$ cat src/rtl/nvm_csum_pkg.sv
package nvm_csum_pkg;

    // Sequencer state: a request is issued, then its response awaited.
    typedef enum logic [1:0] {
        ST_IDLE  = 2'd0,
        ST_ISSUE = 2'd1,
        ST_WAIT  = 2'd2,
        ST_FIN   = 2'd3
    } walk_st_e;

    // What the outstanding read is for.
    typedef enum logic [2:0] {
        PH_HDR = 3'd0,
        PH_PTR = 3'd1,
        PH_LEN = 3'd2,
        PH_SEC = 3'd3,
        PH_CHK = 3'd4
    } walk_ph_e;

endpackage

$ cat src/rtl/nvm_ptr_sel.sv
// Picks the next pointer slot to follow: lowest eligible slot above cur,
// or the lowest eligible slot overall when from_start is set.
module nvm_ptr_sel #(
    parameter int          SLOT_FIRST = 3,
    parameter int          SLOT_END   = 15,
    parameter logic [31:0] SKIP_MASK  = 32'h0000_0030,
    parameter int          SW         = $clog2(SLOT_END + 1)
) (
    input  logic          from_start,
    input  logic [SW-1:0] cur,
    output logic [SW-1:0] nxt,
    output logic          nxt_ok
);

    logic [SLOT_END-1:0] elig;

    genvar k;
    generate
        for (k = 0; k < SLOT_END; k++) begin : g_slot
            localparam bit FOLLOW = (k >= SLOT_FIRST) && !SKIP_MASK[k];
            if (FOLLOW) begin : g_on
                assign elig[k] = from_start || (SW'(k) > cur);
            end else begin : g_off
                assign elig[k] = 1'b0;
            end
        end
    endgenerate

    always_comb begin
        nxt    = '0;
        nxt_ok = 1'b0;
        for (int i = SLOT_END - 1; i >= 0; i--) begin
            if (elig[i]) begin
                nxt    = SW'(i);
                nxt_ok = 1'b1;
            end
        end
    end

endmodule

$ cat src/rtl/nvm_range_chk.sv
// Validity tests for a section pointer and its length word.
module nvm_range_chk #(
    parameter int W = 16
) (
    input  logic [W-1:0] ptr,
    input  logic [W-1:0] len,
    input  logic [W:0]   words,
    output logic         ptr_ok,
    output logic         len_ok
);

    logic [W:0] span_end;

    assign span_end = {1'b0, ptr} + {1'b0, len};

    assign ptr_ok = (ptr != '1) && (ptr != '0) && ({1'b0, ptr} < words);
    assign len_ok = (len != '1) && (len != '0) && (span_end < words);

endmodule

$ cat src/rtl/nvm_csum_walker.sv
module nvm_csum_walker
    import nvm_csum_pkg::*;
#(
    parameter int          W          = 16,
    parameter int          HDR_WORDS  = 63,
    parameter int          CSUM_ADDR  = 63,
    parameter int          SLOT_FIRST = 3,
    parameter int          SLOT_END   = 15,
    parameter logic [31:0] SKIP_MASK  = 32'h0000_0030,
    parameter logic [15:0] SUM_CONST  = 16'hBABA
) (
    input  logic         clk,
    input  logic         rst_n,
    input  logic         start_i,
    input  logic         verify_i,
    input  logic [W:0]   words_i,
    output logic [W-1:0] mem_addr_o,
    output logic         mem_rd_o,
    input  logic         mem_rvalid_i,
    input  logic         mem_err_i,
    input  logic [W-1:0] mem_rdata_i,
    output logic         busy_o,
    output logic         done_o,
    output logic [W-1:0] csum_o,
    output logic         mismatch_o
);

    localparam int          SW       = $clog2(SLOT_END + 1);
    localparam logic [W-1:0] HDR_LAST = W'(HDR_WORDS - 1);
    localparam logic [W-1:0] CHK_ADR  = W'(CSUM_ADDR);
    localparam logic [W-1:0] K_SUM    = W'(SUM_CONST);

    typedef struct packed {
        walk_st_e     st;
        walk_ph_e     ph;
        logic         vfy;
        logic [W-1:0] addr;
        logic [W-1:0] sum;
        logic [W-1:0] ptr;
        logic [W-1:0] left;
        logic [W-1:0] res;
        logic [SW-1:0] slot;
        logic         mism;
    } walk_regs_t;

    walk_regs_t r_q, r_d;

    logic          sel_from_start;
    logic [SW-1:0] sel_nxt;
    logic          sel_ok;
    logic [W-1:0]  chk_ptr;
    logic          ptr_ok, len_ok;

    assign sel_from_start = (r_q.ph == PH_HDR);
    assign chk_ptr        = (r_q.ph == PH_PTR) ? mem_rdata_i : r_q.ptr;

    nvm_ptr_sel #(
        .SLOT_FIRST (SLOT_FIRST),
        .SLOT_END   (SLOT_END),
        .SKIP_MASK  (SKIP_MASK),
        .SW         (SW)
    ) u_sel (
        .from_start (sel_from_start),
        .cur        (r_q.slot),
        .nxt        (sel_nxt),
        .nxt_ok     (sel_ok)
    );

    nvm_range_chk #(
        .W (W)
    ) u_rng (
        .ptr    (chk_ptr),
        .len    (mem_rdata_i),
        .words  (words_i),
        .ptr_ok (ptr_ok),
        .len_ok (len_ok)
    );

    always_comb begin
        logic adv;
        logic fin;
        r_d = r_q;
        adv = 1'b0;
        fin = 1'b0;

        unique case (r_q.st)
            ST_IDLE: begin
                if (start_i) begin
                    r_d.st   = ST_ISSUE;
                    r_d.ph   = PH_HDR;
                    r_d.vfy  = verify_i;
                    r_d.addr = '0;
                    r_d.sum  = '0;
                    r_d.slot = '0;
                    r_d.mism = 1'b0;
                end
            end
            ST_ISSUE: begin
                r_d.st = ST_WAIT;
            end
            ST_WAIT: begin
                if (mem_rvalid_i) begin
                    unique case (r_q.ph)
                        PH_HDR: begin
                            if (mem_err_i) begin
                                adv = 1'b1;
                            end else begin
                                r_d.sum = r_q.sum + mem_rdata_i;
                                if (r_q.addr == HDR_LAST) begin
                                    adv = 1'b1;
                                end else begin
                                    r_d.addr = r_q.addr + 1'b1;
                                    r_d.st   = ST_ISSUE;
                                end
                            end
                        end
                        PH_PTR: begin
                            if (mem_err_i) begin
                                fin = 1'b1;
                            end else if (!ptr_ok) begin
                                adv = 1'b1;
                            end else begin
                                r_d.ptr  = mem_rdata_i;
                                r_d.addr = mem_rdata_i;
                                r_d.ph   = PH_LEN;
                                r_d.st   = ST_ISSUE;
                            end
                        end
                        PH_LEN: begin
                            if (mem_err_i) begin
                                fin = 1'b1;
                            end else if (!len_ok) begin
                                adv = 1'b1;
                            end else begin
                                r_d.left = mem_rdata_i;
                                r_d.addr = r_q.ptr + 1'b1;
                                r_d.ph   = PH_SEC;
                                r_d.st   = ST_ISSUE;
                            end
                        end
                        PH_SEC: begin
                            if (mem_err_i) begin
                                adv = 1'b1;
                            end else begin
                                r_d.sum = r_q.sum + mem_rdata_i;
                                if (r_q.left == W'(1)) begin
                                    adv = 1'b1;
                                end else begin
                                    r_d.left = r_q.left - 1'b1;
                                    r_d.addr = r_q.addr + 1'b1;
                                    r_d.st   = ST_ISSUE;
                                end
                            end
                        end
                        PH_CHK: begin
                            r_d.mism = mem_err_i || (mem_rdata_i != r_q.res);
                            r_d.st   = ST_FIN;
                        end
                        default: begin
                            r_d.st = ST_FIN;
                        end
                    endcase
                end
            end
            ST_FIN: begin
                r_d.st = ST_IDLE;
            end
            default: begin
                r_d.st = ST_IDLE;
            end
        endcase

        // Move on to the next pointer slot, or end the walk.
        if (adv) begin
            if (sel_ok) begin
                r_d.slot = sel_nxt;
                r_d.addr = W'(sel_nxt);
                r_d.ph   = PH_PTR;
                r_d.st   = ST_ISSUE;
            end else begin
                fin = 1'b1;
            end
        end

        if (fin) begin
            r_d.res = K_SUM - r_d.sum;
            if (r_q.vfy) begin
                r_d.ph   = PH_CHK;
                r_d.addr = CHK_ADR;
                r_d.st   = ST_ISSUE;
            end else begin
                r_d.st = ST_FIN;
            end
        end
    end

    always_ff @(posedge clk) begin
        if (!rst_n) begin
            r_q <= '0;
        end else begin
            r_q <= r_d;
        end
    end

    assign mem_rd_o   = (r_q.st == ST_ISSUE);
    assign mem_addr_o = r_q.addr;
    assign busy_o     = (r_q.st != ST_IDLE);
    assign done_o     = (r_q.st == ST_FIN);
    assign csum_o     = r_q.res;
    assign mismatch_o = r_q.mism;

endmodule

$ cat config.mk
export PLATFORM = sky130hd
export DESIGN_NAME = nvm_csum_walker
export DESIGN_NICKNAME = d
export VERILOG_FILES = /design/src/rtl/nvm_csum_pkg.sv /design/src/rtl/nvm_ptr_sel.sv /design/src/rtl/nvm_range_chk.sv /design/src/rtl/nvm_csum_walker.sv
export SDC_FILE = /design/constraint.sdc
export NUM_CORES = 1
export LEC_CHECK = 0
export BUFFER_PORTS_ARGS = -buffer_cell sky130_fd_sc_hd__clkbuf_2
export CAP_MARGIN = 20
export CORE_UTILIZATION = 38
export CTS_CLUSTER_SIZE = 28
export DETAILED_ROUTE_END_ITERATION = 10
export GPL_TIMING_DRIVEN = 0
export HOLD_SLACK_MARGIN = 0.12
export PLACE_DENSITY = 0.63
export SLEW_MARGIN = 20
export SYNTH_ARGS = -nofsm -noshare
export SYNTH_HDL_FRONTEND = slang
export SYNTH_SLANG_ARGS = --single-unit
$ cat constraint.sdc
create_clock -name clk -period 7.9 [get_ports clk]
set_clock_uncertainty 0.1 [all_clocks]
set_input_delay 0.79 -clock clk [delete_from_list [all_inputs] [get_ports clk]]
set_output_delay 0.79 -clock clk [all_outputs]
set_load 0.02 [all_outputs]
==> results.md, run 1 <==
* DIE WIDTH at between 150 and 200 microns
* GRT overflow at 0
* Drt total wl at 28.90 mm
* Post-CTS sizing at 0
* Die Area at roughly 23000 sq um
* Largest net degree at the start of global routing at 20
* Synth unique cells at 79
* Synth warn at 0
* Worst slew margin at a little over a third
* Syn Inst Count at 1124
* Clk root buf: clkbuf_16
* Ys flop type: dfxtp_1
* # Max-Cap Violations at 0
* Hold slack at 0.3777 ns
* Sequential share of the synthesized area at between 20% and 30%
* CP Launch Type: flip-flop
* 1st-pass router iterations at 8
* Post-layout utilization of the core at 43.33%
* Syn Std Cell Area at 8403 sq um
* Dpl hpwl at 22.15 mm
* Initial Util at between 30% and 40%
* Die height at 150.7 microns
* Number of synthesized flops with an enable pin at 0
* Worst Hold Class: reg -> reg
* R2R Path End: r_q[29]
* Minimum clock period at 7.168 ns
* Setup crit end kind: flip-flop
* Final period util at 90.74%
* M1 GR Usage at 34.76%
* Routed via count at 8930
* Fin area at 9428 sq um
* First-pass GRT wire length at 45.11 mm
* P_leak at 3.887 nW
* Unrepaired setup endpoints after global routing: false
* Reg-to-reg startpoint: r_q[86]
* Met3 Resource Use GR at between 3 and 4%
* Antenna violations before repair at 0
* Final Hold Viols at 0
* CP Data Arrival Time at 7.29 ns
* Clk_lat worst skew at ~0.37 ns
* Setup violation total in the final timing report at 0
* DR WL/cell at between 15 and 20 microns
* Clk buf depth at 2
* Commonest non-fill, non-tap cell in the layout: nand2_1
* Worst-path clk slew at around 0.08 ns
* R2R Setup Slk at approximately 0.73 ns
* Setup Buffers After CTS at 0
* Most frequent cells in the layout: nand2_1 (136), nor2_1 (110), dfxtp_1 (91)
* Async set-or-reset flop fraction in the synthesized netlist at 0%
* Final setup TNS at 0 ns
* Fill count at 2280
* R2R depth at 26
* CTS sink count at 91
* CP Class: reg -> reg
* Area grow syn2layout at 12.19%
* GR peak layer: met2
* CP Data Required Time at 8.02 ns
* Post-synthesis mux area share at about 2.5%
* H-tree levels at 3
* CTS tree: built
* Status: finished clean
* Core area at 21760 sq um
* Antenna diodes at 0
* Worst setup path end: r_q[29]
* Iter 0 DRT Violations at approximately 920
* I/O pin count at 75
* Vias in the first global route at 8138
* VDD IR max at 0.09674 mV
* Num rows at 54
* Slew Viols, Final at 0
* Buffers added on ports at 74
* Total GRT Usage at 26.00%
* Synth Area in XOR/XNOR at 6.462%
* Main combinational cell family by area after synthesis: compound AO/OA/AOI/OAI gates
* Number of vias per cell at 5.977
* Synthesized Nets at ~1200
* Routed Antenna Nets at 0
* Pwr/cell area at 117.6 nW/um^2
* CTS hold repair buffers at 0
* Synthesized flop and latch total at 91
* Synth Area in Simple Gates at 24.72%
* Final Wtd Congestion at 0.9506
* # nets final at around 1300
* Slew @ Worst Pin at roughly 0.96 ns
* M2 GR Usage at a little over two fifths
* Dpl cell area at about 9100 sq um
* Num CTS Buffers at 9
* Compound-Gate Fraction of Synth Area at 26.07%
* Crit. Startpoint: r_q[86]
* Share of cells above drive strength 1 at roughly 12%
* Syn Area/Cell at about 7.5 sq um
* Drt drc at 0
* Synth Area in Adders at 10.75%
* Fmax at roughly 0.14 GHz
* Maximum fanout along the worst path at 10
layout make-up:
class,count,area [sq um],area share [%]
Multi-Input combinational cell,898,5924,62.84
Sequential cell,91,1822,19.32
Buffer,97,514.2,5.455
Timing Repair Buffer,74,370.4,3.928
Tap cell,280,350.3,3.716
Clock buffer,9,225.2,2.389
Inverter,38,142.6,1.513
Clock inverter,7,78.83,0.8361
worst max-delay path, stage by stage, from the launching register on:
cell	delay (ns)
dfxtp_1	0.33
clkbuf_1	0.34
nand2b_1	0.18
nor2_1	0.60
clkbuf_1	0.40
nand2_1	0.10
nand2_1	0.13
ha_1	0.27
a21oi_1	0.22
o21ai_0	0.18
a21o_1	0.21
a21o_1	0.21
a211oi_1	0.39
o21ai_0	0.19
a31oi_1	0.29
xnor2_1	0.16
ha_1	0.26
a21oi_1	0.16
nor2b_1	0.06
o21ai_0	0.21
o211a_1	0.30
o211ai_1	0.31
a21oi_1	0.64
clkbuf_1	0.45
nand2_1	0.11
a21oi_1	0.16
nor2_1	0.05
layer usage:
metal  share of wire [%]  up-vias  wire [microns]
met5                   0        -               0
met2                  46      383           13240
met3                 6.9       64            1986
li1                    -     4259               -
met4                 3.5        0            1009
met1                  44     4224           12670
synthesized netlist by cell type, drive strengths merged, types with 25 or more instances:
cell    instances  area share, %
nand3          26            1.5
nor2          110            4.9
buf            38            3.5
clkbuf         59            2.7
ha             69             10
inv            37            1.7
a21o           25            2.2
nand2         136            6.1
o21ai          67            4.0
a21oi          72            4.5
xnor2          49            5.1
dfxtp          91             22
registers in the layout, indices dropped and copies added, names as in the netlist:
register / count
mem_addr_o: 16
mismatch_o: 1
r_q: 58
csum_o: 16
cells by family after synthesis:
family	count (synthesis)
and+or+nand+nor	425
DFF	91
buffers and inverters	135
adders and majority gates	71
AOI/OAI and AO/OA	319
muxes	21
xor gates and xnor gates	62
worst min-delay path by stage:
stage	start	end	slack (ns)	depth (start not counted)
floorplan	r_q[33]	r_q[33]	0.34	2
global route	r_q[33]	r_q[33]	0.41	2
finish	r_q[33]	r_q[33]	0.38	2
CTS	r_q[85]	r_q[85]	0.37	2
detailed placement	r_q[85]	r_q[85]	0.36	2
global placement	r_q[85]	r_q[85]	0.35	2
through the flow:
step	instances	setup slack (ns)	power [mW]
6_report	1494	0.7316	1.109
5_1_grt	1494	0.2507	1.142
4_1_cts	1494	0.8772	1.105
3_5_place_dp	1478	0.8089	0.6641
3_3_place_gp	1478	0.8634	0.6624
2_1_floorplan	1124	2.221	0.5937
power breakdown:
group	internal, mW	switching, mW	leakage (nW)
logic	0.0627	0.132	3.00
clock network	0.226	0.224	0.149
registers	0.461	0.00228	0.733
total	0.750	0.359	3.89
Power figures use the tool's default switching activity.
==> run 2: changes to the inputs <==
- CORE_UTILIZATION: 38 -> 62
- PLACE_DENSITY: 0.63 -> 0.91
==> run 2 against run 1 <==
Maximum frequency shrank 2.4%. Combinational power hardly changed. Cell area fell by 1.3%. Setup slack worse by 0.18 ns. Global-route usage grew 13 points. Critical endpoint is now csum_o[12]. Critical path type unchanged. Count of clock-buffer cells in the layout increased by 1. Largest cell class unchanged. Critical path depth decreased by 2.
==> results.md, run 2 (same netlist as run 1, synthesis figures left out) <==
* CTS hold repair buffers at 0 (unchanged)
* I/O pin count at 75 (unchanged)
* Most frequent cells in the layout: nand2_1 (136), nor2_1 (110), dfxtp_1 (91) (unchanged)
* Worst-path clk slew at 0.07 ns (was 0.08 ns)
* CP Class: reg -> reg (unchanged)
* CTS sink count at 91 (unchanged)
* Final Hold Viols at 0 (unchanged)
* Vias in the first global route at 8502 (was 8138)
* Largest net degree at the start of global routing at 17 (was 20)
* Dpl hpwl at 20.61 mm (was 22.15 mm)
* Drt drc at 0 (unchanged)
* Top reg by flops: r_q (unchanged)
* DR WL/cell at 19.64 microns (was 19.35 microns)
* Sw frac at 29.90% (was 32.36%)
* Core area at 13240 sq um (was 21760 sq um)
* Area grow syn2layout at 10.72% (was 12.19%)
* Cells along the critical path: clkbuf_1 -> nand2b_1 -> nor2_1 -> clkbuf_1 -> nand2_1 -> nand2_1 -> ha_1 -> a21oi_1 -> o21ai_0 -> a21o_1 -> a21o_1 -> a211oi_1 -> o21ai_0 -> a31oi_1 -> o21ai_0 -> ha_1 -> nand4_1 -> or2_2 -> o21ai_0 -> a2111oi_4 -> nor2_1 -> clkbuf_1 -> o2111ai_1 -> o211ai_1
* Comb power frac at 17.5% (was 17.6%)
* Fmax at 0.1361 GHz (was 0.1395 GHz)
* Num rows at 42 (was 54)
* Clk_lat worst skew at 0.35 ns (was 0.37 ns)
* Setup crit end kind: flip-flop (unchanged)
* Final setup TNS at 0 ns (unchanged)
* Total GRT Usage at 38.53% (was 26.00%)
* CTS tree: built (unchanged)
* Worst Hold Class: reg -> reg (unchanged)
* Final period util at 93.01% (was 90.74%)
* Minimum clock period at 7.348 ns (was 7.168 ns)
* H-tree levels at 3 (unchanged)
* Most frequent CP cell: o21ai_0 (was a21oi_1)
* Int Pwr at 0.7822 mW (was 0.7500 mW)
* Crit path depth at 24 (was 26)
* Drt total wl at 27.30 mm (was 28.90 mm)
* CP Data Required Time at 8.07 ns (was 8.02 ns)
* Worst slew margin at 35.72% (was 36.20%)
* Routed Antenna Nets at 0 (unchanged)
* Buffers added on ports at 74 (unchanged)
* Number of vias per cell at 6.671 (was 5.977)
* Die Area at 14020 sq um (was 22710 sq um)
* CP max stage cell: nor2_1 (was a21oi_1)
* Clk pwr share at 40.9% (was 40.6%)
* Setup Buffers After CTS at 0 (unchanged)
* Buffers & Inverters on Critical Path at 3 (unchanged)
* Clk root buf: clkbuf_16 (unchanged)
* Fin area at 9304 sq um (was 9428 sq um)
* FF/Latch Area at 1822 sq um (unchanged)
* VDD IR max at 0.1101 mV (was 0.09674 mV)
* Setup violation total in the final timing report at 0 (unchanged)
* Antenna violations before repair at 0 (unchanged)
* Crit. Startpoint: r_q[86] (unchanged)
* GRT overflow at 0 (unchanged)
* Pwr/cell area at 119.9 nW/um^2 (was 117.6 nW/um^2)
* P_leak at 3.889 nW (was 3.887 nW)
* Num CTS Buffers at 9 (unchanged)
* Dpl cell area at 8994 sq um (was 9124 sq um)
* Net Sw Power at 0.3336 mW (was 0.3589 mW)
* R2R depth at 24 (was 26)
* Commonest non-fill, non-tap cell in the layout: nand2_1 (unchanged)
* Final Wtd Congestion at 0.9917 (was 0.9506)
* CP Data Arrival Time at 7.52 ns (was 7.29 ns)
* Status: finished clean (unchanged)
* Post-CTS sizing at 0 (unchanged)
* Crit path max-delay family: compound AO/OA/AOI/OAI gates (unchanged)
* R2R Setup Slk at 0.55 ns (was 0.73 ns)
* Largest register FFs at 58 (unchanged)
* Slew Viols, Final at 0 (unchanged)
* Antenna diodes at 0 (unchanged)
* 1st-pass router iterations at 6 (was 8)
* Initial Util at 63.45% (was 38.62%)
* Fill count at 1099 (was 2280)
* Unrepaired setup endpoints after global routing: false (unchanged)
* Maximum fanout along the worst path at 10 (unchanged)
* Die height at 118.4 microns (was 150.7 microns)
* Worst setup path end: csum_o[12] (was r_q[29])
* Reg-to-reg startpoint: r_q[86] (unchanged)
* # nets final at 1319 (unchanged)
* Slew @ Worst Pin at 0.9553 ns (was 0.9570 ns)
* Share of cells above drive strength 1 at 12.36% (unchanged)
* Reg power frac at 41.6% (was 41.8%)
* Iter 0 DRT Violations at 1122 (was 919)
* Routed via count at 9272 (was 8930)
* DIE WIDTH at 118.4 microns (was 150.7 microns)
* Clk buf depth at 2 (unchanged)
* R2R Path End: csum_o[12] (was r_q[29])
* # Max-Cap Violations at 0 (unchanged)
* Multi-input gate area at 5924 sq um (unchanged)
* Largest stage delay, worst path at 0.62 ns (was 0.64 ns)
* First-pass GRT wire length at 42.84 mm (was 45.11 mm)
* CP Launch Type: flip-flop (unchanged)
==> run 2: cell count changes in the layout (fill, tap and decap cells not counted) <==
cell,before,now
bufinv_16,0,1
clkbuf_8,0,1
clkinv_2,0,1
clkinv_4,0,1
clkinv_8,2,0
clkinvlp_4,0,1
inv_6,4,1
==> run 2: worst min-delay path by stage <==
stage / end / depth (start not counted) / start
5_1_grt: r_q[85] / 2 / r_q[85]
2_1_floorplan: r_q[33] / 2 / r_q[33]
6_report: r_q[85] / 2 / r_q[85]
3_5_place_dp: r_q[85] / 2 / r_q[85]
4_1_cts: r_q[85] / 2 / r_q[85]
3_3_place_gp: r_q[85] / 2 / r_q[85]
==> run 2: layer usage <==
layer  wire length (microns)  GRT usage, %
met2                   12060         61.73
met3                    2993         8.977
met5                       0             0
met1                   10520         46.82
met4                    1731         23.50
==> run 2: worst min-delay path: cells and delay by family, from the launching register on <==
kind	cells	cell delay (ns)
simple gates	1	0.05
flops	1	0.32
compound gates	1	0.05
==> run 2: per-stage QoR <==
stage          hold WS (ns)  setup WS [ns]  total power, mW  util, %  cells
6_report             0.3734         0.5525            1.116    70.26   1390
5_1_grt              0.4082         0.1064            1.147    70.26   1390
4_1_cts              0.3724         0.8947            1.104    70.26   1390
3_5_place_dp         0.3630          1.033           0.6604    67.91   1374
3_3_place_gp         0.3523          1.107           0.6553    67.91   1374
2_1_floorplan        0.3437          2.221           0.5937        -   1124
==> run 2: cell type report <==
class / count / area share, %
Multi-Input combinational cell: 898 / 63.68
Buffer: 97 / 5.527
Timing Repair Buffer: 74 / 3.981
Sequential cell: 91 / 19.58
Clock inverter: 6 / 0.7665
Clock buffer: 10 / 2.569
Inverter: 38 / 1.533
Tap cell: 176 / 2.367
==> run 2: power groups by stage <==
stage,clock network [mW],registers [mW],logic (mW)
floorplan,0,0.474,0.120
global route,0.475,0.464,0.208
detailed placement,0,0.474,0.186
global placement,0,0.474,0.181
CTS,0.452,0.464,0.188
finish,0.457,0.464,0.195
==> run 3: changes to the inputs <==
- CORE_ASPECT_RATIO: default -> 1.4
- CORE_MARGIN: default -> 5
==> run 3 against run 2 <==
Power shrank 0.44%. Combinational power about the same. Setup slack better by 0.28 ns. Register-to-register slack improved by 0.28 ns. Worst hold slack gained 0.0046 ns. Global-route usage decreased by 4.6 points. First-iteration DRC count fell by 11%. Critical path type unchanged. Critical endpoint is now csum_o[5]. Die area grew 14%. Clock power about the same.
==> results.md, run 3 (same netlist as run 1, synthesis figures left out) <==
* CTS tree: built (unchanged)
* Num CTS Buffers at 9 (unchanged)
* Dpl hpwl at 20.81 mm (was 20.61 mm)
* Share of cells above drive strength 1 at 12.36% (unchanged)
* H-tree levels at 3 (unchanged)
* Worst-path clk slew at 0.07 ns (about the same)
* Antenna diodes at 0 (unchanged)
* Buffers added on ports at 74 (unchanged)
* Clk buf depth at 2 (unchanged)
* I/O pin count at 75 (unchanged)
* CP Class: reg -> reg (unchanged)
* Initial Util at 63.06% (was 63.45%)
* Top reg by flops: r_q (unchanged)
* Setup Buffers After CTS at 0 (unchanged)
* CTS hold repair buffers at 0 (unchanged)
* First-pass GRT wire length at 43.28 mm (was 42.84 mm)
* CP Data Required Time at 8.06 ns (was 8.07 ns)
* Final period util at 89.43% (was 93.01%)
* Int Pwr at 0.7744 mW (was 0.7822 mW)
* Post-placement cell count at 1380 (was 1374)
* Vias in the first global route at 8657 (was 8502)
* Non-Filler Instances at 1396 (was 1390)
* Setup violation total in the final timing report at 0 (unchanged)
* # Max-Cap Violations at 0 (unchanged)
* DP Worst Slack at 1.012 ns (was 1.033 ns)
* Post-CTS sizing at 0 (unchanged)
* Worst slew margin at 31.43% (was 35.72%)
* M2 GR Usage at 56.48% (was 61.73%)
* Antenna violations before repair at 0 (unchanged)
* Largest register FFs at 58 (unchanged)
* Setup crit end kind: flip-flop (unchanged)
* Drt drc at 0 (unchanged)
* Dpl cell area at 9001 sq um (was 8994 sq um)
* Maximum fanout along the worst path at 10 (unchanged)
* FF/Latch Area at 1822 sq um (unchanged)
* 1st-pass router iterations at 5 (was 6)
* GRT overflow at 0 (unchanged)
* Total Power at 1.111 mW (was 1.116 mW)
* Net Sw Power at 0.3366 mW (was 0.3336 mW)
* Final setup TNS at 0 ns (unchanged)
* Met3 Resource Use GR at 4.937% (was 8.977%)
* Fmax at 0.1415 GHz (was 0.1361 GHz)
* Largest net degree at the start of global routing at 18 (was 17)
* Reg power frac at 41.7% (was 41.6%)
* Final Wtd Congestion at 1.031 (was 0.9917)
* Area grow syn2layout at 10.77% (was 10.72%)
* Slew @ Worst Pin at 1.019 ns (was 0.9553 ns)
* M1 GR Usage at 39.90% (was 46.82%)
* CP Data Arrival Time at 7.22 ns (was 7.52 ns)
* CTS sink count at 91 (unchanged)
* Sw frac at 30.29% (was 29.90%)
* Slew Viols, Final at 0 (unchanged)
* VDD IR max at 0.1222 mV (was 0.1101 mV)
* Minimum clock period at 7.065 ns (was 7.348 ns)
* CP Launch Type: flip-flop (unchanged)
* Routed Antenna Nets at 0 (unchanged)
* Core area at 13330 sq um (was 13240 sq um)
* Worst Hold Class: reg -> reg (unchanged)
* Num rows at 50 (was 42)
* Comb power frac at 17.4% (was 17.5%)
* Post-layout utilization of the core at 69.85% (was 70.26%)
* Hold slack at 0.3780 ns (was 0.3734 ns)
* Iter 0 DRT Violations at 1001 (was 1122)
* Number of vias per cell at 6.539 (was 6.671)
* P_leak at 3.879 nW (was 3.889 nW)
* Die Area at 16010 sq um (was 14020 sq um)
* Clk pwr share at 40.9% (about the same)
* # nets final at 1319 (unchanged)
* Fin area at 9308 sq um (was 9304 sq um)
* Setup ws final at 0.8350 ns (was 0.5525 ns)
* GR peak layer: met2 (unchanged)
* Die height at 147.7 microns (was 118.4 microns)
* DR WL/cell at 19.62 microns (was 19.64 microns)
* Drt total wl at 27.38 mm (was 27.30 mm)
* Fill count at 1104 (was 1099)
* Routed via count at 9129 (was 9272)
* Unrepaired setup endpoints after global routing: false (unchanged)
* Multi-input gate area at 5924 sq um (unchanged)
* Commonest non-fill, non-tap cell in the layout: nand2_1 (unchanged)
* Most frequent cells in the layout: nand2_1 (136), nor2_1 (110), dfxtp_1 (91) (unchanged)
* Final Hold Viols at 0 (unchanged)
* Clk_lat worst skew at 0.35 ns (about the same)
* DIE WIDTH at 108.4 microns (was 118.4 microns)
* Total GRT Usage at 33.88% (was 38.53%)
* Status: finished clean (unchanged)
* Pwr/cell area at 119.4 nW/um^2 (was 119.9 nW/um^2)
* Clk root buf: clkbuf_16 (unchanged)
[run 3: cell count changes in the layout (fill, tap and decap cells not counted)]
cell        change
inv_6           +1
clkbuf_8        -1
clkinv_4        -1
clkinv_2        -1
clkinvlp_4      +2
[run 3: path summary, 6_finish.rpt]
| path | from | endpoint | slack, ns | cells after the start |
|---|---|---|---|---|
| worst max-delay path | r_q[86] | csum_o[5] | 0.84 | 24 |
| worst min-delay path | r_q[33] | r_q[33] | 0.38 | 2 |
| worst max register to register | r_q[86] | csum_o[5] | 0.84 | 24 |
| worst min register to register | r_q[33] | r_q[33] | 0.38 | 2 |
[run 3: cell type report]
cell class / count / area share, %
inverter: 38 / 1.532
multi-input combinational: 898 / 63.65
tap: 182 / 2.447
buffer: 97 / 5.525
clock buffer: 9 / 2.420
timing repair buffer: 74 / 3.979
clock inverter: 7 / 0.8738
sequential: 91 / 19.57
[run 3: metal layers]
metal	vias up	share of wire, %	routed length (microns)
met5	-	0	0
met4	0	7.3	2006
met3	140	8.0	2202
met2	475	47	12830
met1	4262	38	10340
li1	4252	-	-
[run 3: power by group through the flow]
stage / combinational, mW / clock (mW) / sequential [mW]
after floorplan: 0.120 / 0 / 0.474
after global placement: 0.180 / 0 / 0.474
after detailed placement: 0.185 / 0 / 0.474
after CTS: 0.187 / 0.452 / 0.464
after global routing: 0.207 / 0.474 / 0.464
final: 0.193 / 0.454 / 0.464
[run 3: worst max-delay path: stages (launching register included)]
cell and delay (ns):
dfxtp_1 0.32, clkbuf_1 0.35, nand2b_1 0.18, nor2_1 0.59, clkbuf_1 0.40, nand2_1 0.10, nand2_1 0.13, ha_1 0.27
a21oi_1 0.23, o21ai_0 0.19, a21o_1 0.22, a21o_1 0.21, a211oi_1 0.30, o21ai_0 0.16, a31oi_1 0.28, o21ai_0 0.16
ha_1 0.31, nand4_1 0.11, or2_2 0.37, o21ai_0 0.51, a2111oi_4 0.18, nor2_1 0.52, clkbuf_1 0.41, nor2_1 0.08
a211oi_1 0.26
